--- config.mk ---
export PLATFORM = sky130hd
export DESIGN_NAME = hiword_mac
export DESIGN_NICKNAME = d
export VERILOG_FILES = /design/src/rtl/hwm_pkg.sv /design/src/rtl/hwm_decode.sv /design/src/rtl/hwm_mul_stage.sv /design/src/rtl/hwm_acc_stage.sv /design/src/rtl/hiword_mac.sv
export SDC_FILE = /design/constraint.sdc
export NUM_CORES = 2
export LEC_CHECK = 0
export ABC_AREA = 1
export BUFFER_PORTS_ARGS = -buffer_cell sky130_fd_sc_hd__clkbuf_2
export CAP_MARGIN = 15
export CELL_PAD_IN_SITES_DETAIL_PLACEMENT = 1
export CELL_PAD_IN_SITES_GLOBAL_PLACEMENT = 2
export CORE_MARGIN = 1.5
export CORE_UTILIZATION = 33
export CTS_BUF_LIST = sky130_fd_sc_hd__clkbuf_4
export DETAILED_ROUTE_END_ITERATION = 16
export PLACE_DENSITY_LB_ADDON = 0.1
export RECOVER_POWER = 100
export SLEW_MARGIN = 20
export SYNTH_ARGS = -nofsm -noshare
export SYNTH_HDL_FRONTEND = slang
export SYNTH_HIERARCHICAL = 1
export SYNTH_SLANG_ARGS = --single-unit
--- constraint.sdc ---
create_clock -name clk -period 13.8 [get_ports clk]
set_input_delay 0.69 -clock clk [delete_from_list [all_inputs] [get_ports clk]]
set_output_delay 0.69 -clock clk [all_outputs]
set_load 0.005 [all_outputs]
--- src/rtl/hwm_pkg.sv ---
package hwm_pkg;
  localparam int COND_HI = 31;
  localparam int COND_LO = 28;
  localparam int DST_HI  = 19;
  localparam int DST_LO  = 16;
  localparam int ACC_HI  = 15;
  localparam int ACC_LO  = 12;
  localparam int OPA_HI  = 11;
  localparam int OPA_LO  = 8;
  localparam int OPB_HI  = 3;
  localparam int OPB_LO  = 0;
  localparam int SUB_BIT = 6;
  localparam int RND_BIT = 5;
  localparam logic [3:0] NO_ACC_IDX = 4'hF;

  typedef struct packed {
    logic       pass;
    logic [3:0] dst;
    logic       acc_en;
    logic       sub;
    logic       rnd;
  } hwm_ctl_t;

  // flags = {N,Z,C,V}
  function automatic logic cond_ok(input logic [3:0] cond, input logic [3:0] flags);
    logic n, z, c, v;
    {n, z, c, v} = flags;
    case (cond)
      4'h0: cond_ok = z;
      4'h1: cond_ok = !z;
      4'h2: cond_ok = c;
      4'h3: cond_ok = !c;
      4'h4: cond_ok = n;
      4'h5: cond_ok = !n;
      4'h6: cond_ok = v;
      4'h7: cond_ok = !v;
      4'h8: cond_ok = c && !z;
      4'h9: cond_ok = !c || z;
      4'hA: cond_ok = (n == v);
      4'hB: cond_ok = (n != v);
      4'hC: cond_ok = !z && (n == v);
      4'hD: cond_ok = z || (n != v);
      4'hE: cond_ok = 1'b1;
      default: cond_ok = 1'b0;
    endcase
  endfunction
endpackage

--- src/rtl/hwm_decode.sv ---
module hwm_decode
  import hwm_pkg::*;
(
  input  logic [31:0] instr,
  input  logic [3:0]  flags,
  output hwm_ctl_t    ctl,
  output logic [3:0]  idx_a,
  output logic [3:0]  idx_b,
  output logic [3:0]  idx_acc
);
  always_comb begin
    idx_a      = instr[OPA_HI:OPA_LO];
    idx_b      = instr[OPB_HI:OPB_LO];
    idx_acc    = instr[ACC_HI:ACC_LO];
    ctl.pass   = cond_ok(instr[COND_HI:COND_LO], flags);
    ctl.dst    = instr[DST_HI:DST_LO];
    ctl.acc_en = (instr[ACC_HI:ACC_LO] != NO_ACC_IDX);
    ctl.sub    = instr[SUB_BIT];
    ctl.rnd    = instr[RND_BIT];
  end
endmodule

--- src/rtl/hwm_mul_stage.sv ---
module hwm_mul_stage
  import hwm_pkg::*;
#(
  parameter int DW = 32,
  localparam int PW = 2 * DW
) (
  input  logic          clk,
  input  logic          rst_n,
  input  logic          in_valid,
  input  hwm_ctl_t      in_ctl,
  input  logic [DW-1:0] opa,
  input  logic [DW-1:0] opb,
  input  logic [DW-1:0] acc,
  output logic          s1_valid,
  output hwm_ctl_t      s1_ctl,
  output logic [PW-1:0] s1_prod,
  output logic [DW-1:0] s1_acc
);
  logic signed [PW-1:0] prod_c;

  always_comb prod_c = PW'($signed(opa)) * PW'($signed(opb));

  always_ff @(posedge clk) begin
    if (!rst_n) begin
      s1_valid <= 1'b0;
      s1_ctl   <= '0;
    end else begin
      s1_valid <= in_valid;
      s1_ctl   <= in_ctl;
    end
    s1_prod <= prod_c;
    s1_acc  <= acc;
  end
endmodule

--- src/rtl/hwm_acc_stage.sv ---
module hwm_acc_stage
  import hwm_pkg::*;
#(
  parameter int DW = 32,
  localparam int PW = 2 * DW
) (
  input  logic          clk,
  input  logic          rst_n,
  input  logic          s1_valid,
  input  hwm_ctl_t      s1_ctl,
  input  logic [PW-1:0] s1_prod,
  input  logic [DW-1:0] s1_acc,
  output logic          out_valid,
  output logic          out_wen,
  output logic [3:0]    out_dst,
  output logic [DW-1:0] out_data
);
  localparam logic [PW-1:0] HALF_LSB = PW'(1) << (DW - 1);

  function automatic logic [PW-1:0] combine(
    input logic [PW-1:0] prod, input logic [DW-1:0] accv,
    input logic acc_en, input logic sub, input logic rnd);
    logic [PW-1:0] hi, r;
    hi = {accv, {DW{1'b0}}};
    if (!acc_en)  r = prod;
    else if (sub) r = hi - prod;
    else          r = hi + prod;
    if (rnd) r = r + HALF_LSB;
    return r;
  endfunction

  logic [PW-1:0] full_c;
  always_comb full_c = combine(s1_prod, s1_acc, s1_ctl.acc_en, s1_ctl.sub, s1_ctl.rnd);

  always_ff @(posedge clk) begin
    if (!rst_n) begin
      out_valid <= 1'b0;
      out_wen   <= 1'b0;
    end else begin
      out_valid <= s1_valid;
      out_wen   <= s1_valid && s1_ctl.pass;
    end
    out_dst  <= s1_ctl.dst;
    out_data <= full_c[PW-1:DW];
  end
endmodule

--- src/rtl/hiword_mac.sv ---
module hiword_mac
  import hwm_pkg::*;
#(
  parameter int DW = 32
) (
  input  logic          clk,
  input  logic          rst_n,
  input  logic          in_valid,
  input  logic [31:0]   in_instr,
  input  logic [3:0]    in_flags,
  input  logic [DW-1:0] in_opa,
  input  logic [DW-1:0] in_opb,
  input  logic [DW-1:0] in_acc,
  output logic [3:0]    rd_idx_a,
  output logic [3:0]    rd_idx_b,
  output logic [3:0]    rd_idx_acc,
  output logic          out_valid,
  output logic          out_wen,
  output logic [3:0]    out_dst,
  output logic [DW-1:0] out_data
);
  localparam int PW = 2 * DW;

  hwm_ctl_t      dec_ctl;
  hwm_ctl_t      s1_ctl;
  logic          s1_valid;
  logic [PW-1:0] s1_prod;
  logic [DW-1:0] s1_acc;
  // named events for the checker
  logic          s1_wen;
  logic [3:0]    s1_dst;

  hwm_decode u_dec (
    .instr(in_instr), .flags(in_flags), .ctl(dec_ctl),
    .idx_a(rd_idx_a), .idx_b(rd_idx_b), .idx_acc(rd_idx_acc)
  );

  hwm_mul_stage #(.DW(DW)) u_mul (
    .clk(clk), .rst_n(rst_n), .in_valid(in_valid), .in_ctl(dec_ctl),
    .opa(in_opa), .opb(in_opb), .acc(in_acc),
    .s1_valid(s1_valid), .s1_ctl(s1_ctl), .s1_prod(s1_prod), .s1_acc(s1_acc)
  );

  hwm_acc_stage #(.DW(DW)) u_acc (
    .clk(clk), .rst_n(rst_n), .s1_valid(s1_valid), .s1_ctl(s1_ctl),
    .s1_prod(s1_prod), .s1_acc(s1_acc),
    .out_valid(out_valid), .out_wen(out_wen), .out_dst(out_dst), .out_data(out_data)
  );

  always_comb begin
    s1_wen = s1_valid && s1_ctl.pass;
    s1_dst = s1_ctl.dst;
  end
endmodule

==> metrics.txt <==
status=finished with violations; failing checks=max-capacitance violations, max-slew violations; Core ar.=0.150 mm²; Layout area overhead=6.08%; Syn Area/Cell=7.25 µm²; TritonCTS clock tree=yes; Fmax achieved=111 MHz; final hold viol count=0; largest net degree at the start of global routing=51; Cells after Synth=6882; Reg2Reg Depth=19; Antenna Nets Post-Route=0; share of post-route cells with drive strength above 1=0.0504; post-synthesis cell area=0.0499 mm²; Die Footprint=0.153 mm²; first-pass detailed-route iteration total=5; RR Startpoint=u_mul/s1_prod[49]; Slew Viols, Final=66; area occupied by multi-input gates=0.0383 mm²; Seq/Total Area, Yosys=0.0574; capturing point of the worst reg2reg path=u_acc/out_data[27]; worst hold path type=in2reg; overall routed net length=173000 µm; IO Pins=185; register bit total from synthesis=143; via count=40800; HPWL Detailed=148000 µm; # resized after CTS=0; fin crit share=0.655; worst-margin pin slew=2230 ps; port buffer count=158; Die Wd=392 µm; synth unique cells=46; max cap viols=2; Worst-path clk slew=170 ps; crit-path max FO=32; Die H=392 µm; H-tree Lvls=4; Worst EP required=14430 ps; slew margin rel.=-0.484; worst hold start=in_instr[17]; final setup TNS=0 ps; Synth area leaders=fa_1, nand2_1, inv_1; Final Setup Violations=0; DRC marker count from the first detailed-route iteration=1886; NumNets Final=8363; Register Area=0.00287 mm²; clock skew=47.0 ps; CP Capture Type=flop; number of global-route vias before repair=46000; Residual DRC=0; RSZ-0062 raised after global routing=no; CTS sink cnt=143; Post-CTS Setup Inserts=0; Worst Hold Depth=3; grt total ovfl=0; Synth Net Count=8347; Rows=142; largest area contributor in the netlist=fa_1; Tot GR Track Use=0.234; CTS max path bufs=2; CTS buffer count=17; Synth Warn #=6; Setup crit start kind=primary input; global-route wire length before repair=274000 µm; Clock Latency Late Sink=720 ps; routed len/inst=19.4 µm; crit path kind=in2reg; routability cong.=0.885; FILL cells=19000; # hold bufs at CTS=32; antenna violations before repair=3; WP data arrival=9670 ps; clock root buffer=clkbuf_4; Yosys top cell area share=0.435; starting density of the core=0.333; minimum clock period=9040 ps; R2R Setup Slk=9330 ps; Hold EP=u_mul/s1_ctl[4]; Fin Hold WS=162 ps; vias per cell=4.57
## worst max-delay path: stages
cell and delay, ps:
clkbuf_1 1480, nand2_1 390, inv_1 200, fa_1 410, inv_1 260, fa_1 470
inv_1 220, fa_1 490, fa_1 820, inv_1 390, fa_1 580, inv_1 60
fa_1 530, inv_1 50, fa_1 450, fa_1 520, inv_1 50, ha_1 430
nand2_1 150, nor2_1 180, inv_1 90, nor3_1 290, o21ai_0 230, nand4_1 140
nand2_1 60
## cells by family (layout without fill, tap and decap cells)
| kind of cell | after synthesis | in the layout | synth area share |
|---|---|---|---|
| AND/OR/NAND/NOR | 2923 | 2923 | 0.243 |
| XOR/XNOR | 65 | 65 | 0.0114 |
| flip-flops | 143 | 143 | 0.0574 |
| buffers and inverters | 2226 | 2255 | 0.170 |
| other | 0 | 1 | 0 |
| AO/OA/AOI/OAI | 195 | 195 | 0.0214 |
| adder cells (fa/ha/maj) | 1330 | 1330 | 0.497 |
## cell usage after synthesis, drive strengths merged
master  number
fa        1083
o21bai      20
a31oi        3
inv       1974
clkbuf     203
nor2       409
o211ai       2
nand3      263
a21boi       2
o21a         3
nor4         4
nand2b       1
dfxtp      143
xor2        57
o21ai       50
a21oi      113
clkinv       2
buf         47
a21o         2
nand2     2157
and3         3
ha         247
xnor2        8
nand3b       6
or2          8
and2         8
nand4       35
nor3        29
## cell type report
| cell class | instances | share of cell area |
|---|---|---|
| Multi-Input combinational cell | 4513 | 0.725 |
| Sequential cell | 143 | 0.0542 |
| Tap cell | 2016 | 0.0477 |
| Antenna cell | 1 | 0.0000473 |
| Clock inverter | 15 | 0.00234 |
| Timing Repair Buffer | 247 | 0.0281 |
| Clock buffer | 17 | 0.00241 |
| Inverter | 1976 | 0.140 |
## per-layer routing
| metal | wire (µm) | up-vias | GRT usage |
|---|---|---|---|
| met5 | 0 | - | 0 |
| met4 | 2150 | 0 | 0.0330 |
| met3 | 3690 | 96 | 0.0135 |
| met2 | 83200 | 481 | 0.403 |
| met1 | 83900 | 20900 | 0.330 |
| li1 | - | 19300 | - |
## worst max-delay path by stage
stage                              endpoint  slack (ps)       start
after global routing      u_mul/s1_prod[57]        4030   in_opb[5]
final                     u_mul/s1_prod[57]        4760   in_opb[5]
after CTS                 u_mul/s1_prod[62]        5610   in_opb[5]
after global placement    u_mul/s1_prod[62]        4830   in_opb[5]
after floorplan           u_mul/s1_prod[56]        6440  in_opa[31]
after detailed placement  u_mul/s1_prod[62]        4760   in_opb[5]
## metrics by stage
step	std cells	util	area, µm²	setup slack (ps)
5_1_grt	8928	0.353	52900	4030
3_5_place_dp	8863	0.351	52600	4760
4_1_cts	8927	0.354	53100	5610
2_1_floorplan	6882	-	49900	6440
6_report	8928	0.353	52900	4760
3_3_place_gp	8863	0.351	52600	4830
## cell usage in the layout, fill, tap and decap left out, types with 5 or more instances in the layout
cell              n
a21oi_1         111
and2_1            5
buf_4            56
clkbuf_1         38
clkbuf_2        120
clkbuf_4         17
dfxtp_1         141
dlygate4sd3_1    32
fa_1           1083
ha_1            247
inv_1          1956
inv_2            18
inv_6             6
nand2_1        2109
nand2_2          45
nand3_1         244
nand3_2          19
nand3b_1          5
nand4_1          35
nor2_1          368
nor2_2           26
nor2_4           15
nor3_1           26
o21ai_0          45
o21ai_1           5
o21bai_1         20
or2_2             8
xnor2_1           8
xor2_1           57
## registers in the layout, summed over array words and instances (netlist names)
signal / flops
u_mul/s1_acc: 32
u_mul/s1_valid: 1
u_acc/out_wen: 1
u_mul/s1_prod: 64
u_acc/out_dst: 4
u_acc/out_data: 32
u_acc/out_valid: 1
u_mul/s1_ctl: 8
Power is left out: the tool's default activity adds up to more than one toggle a clock period on the data nets, which glitch-free logic cannot reach.
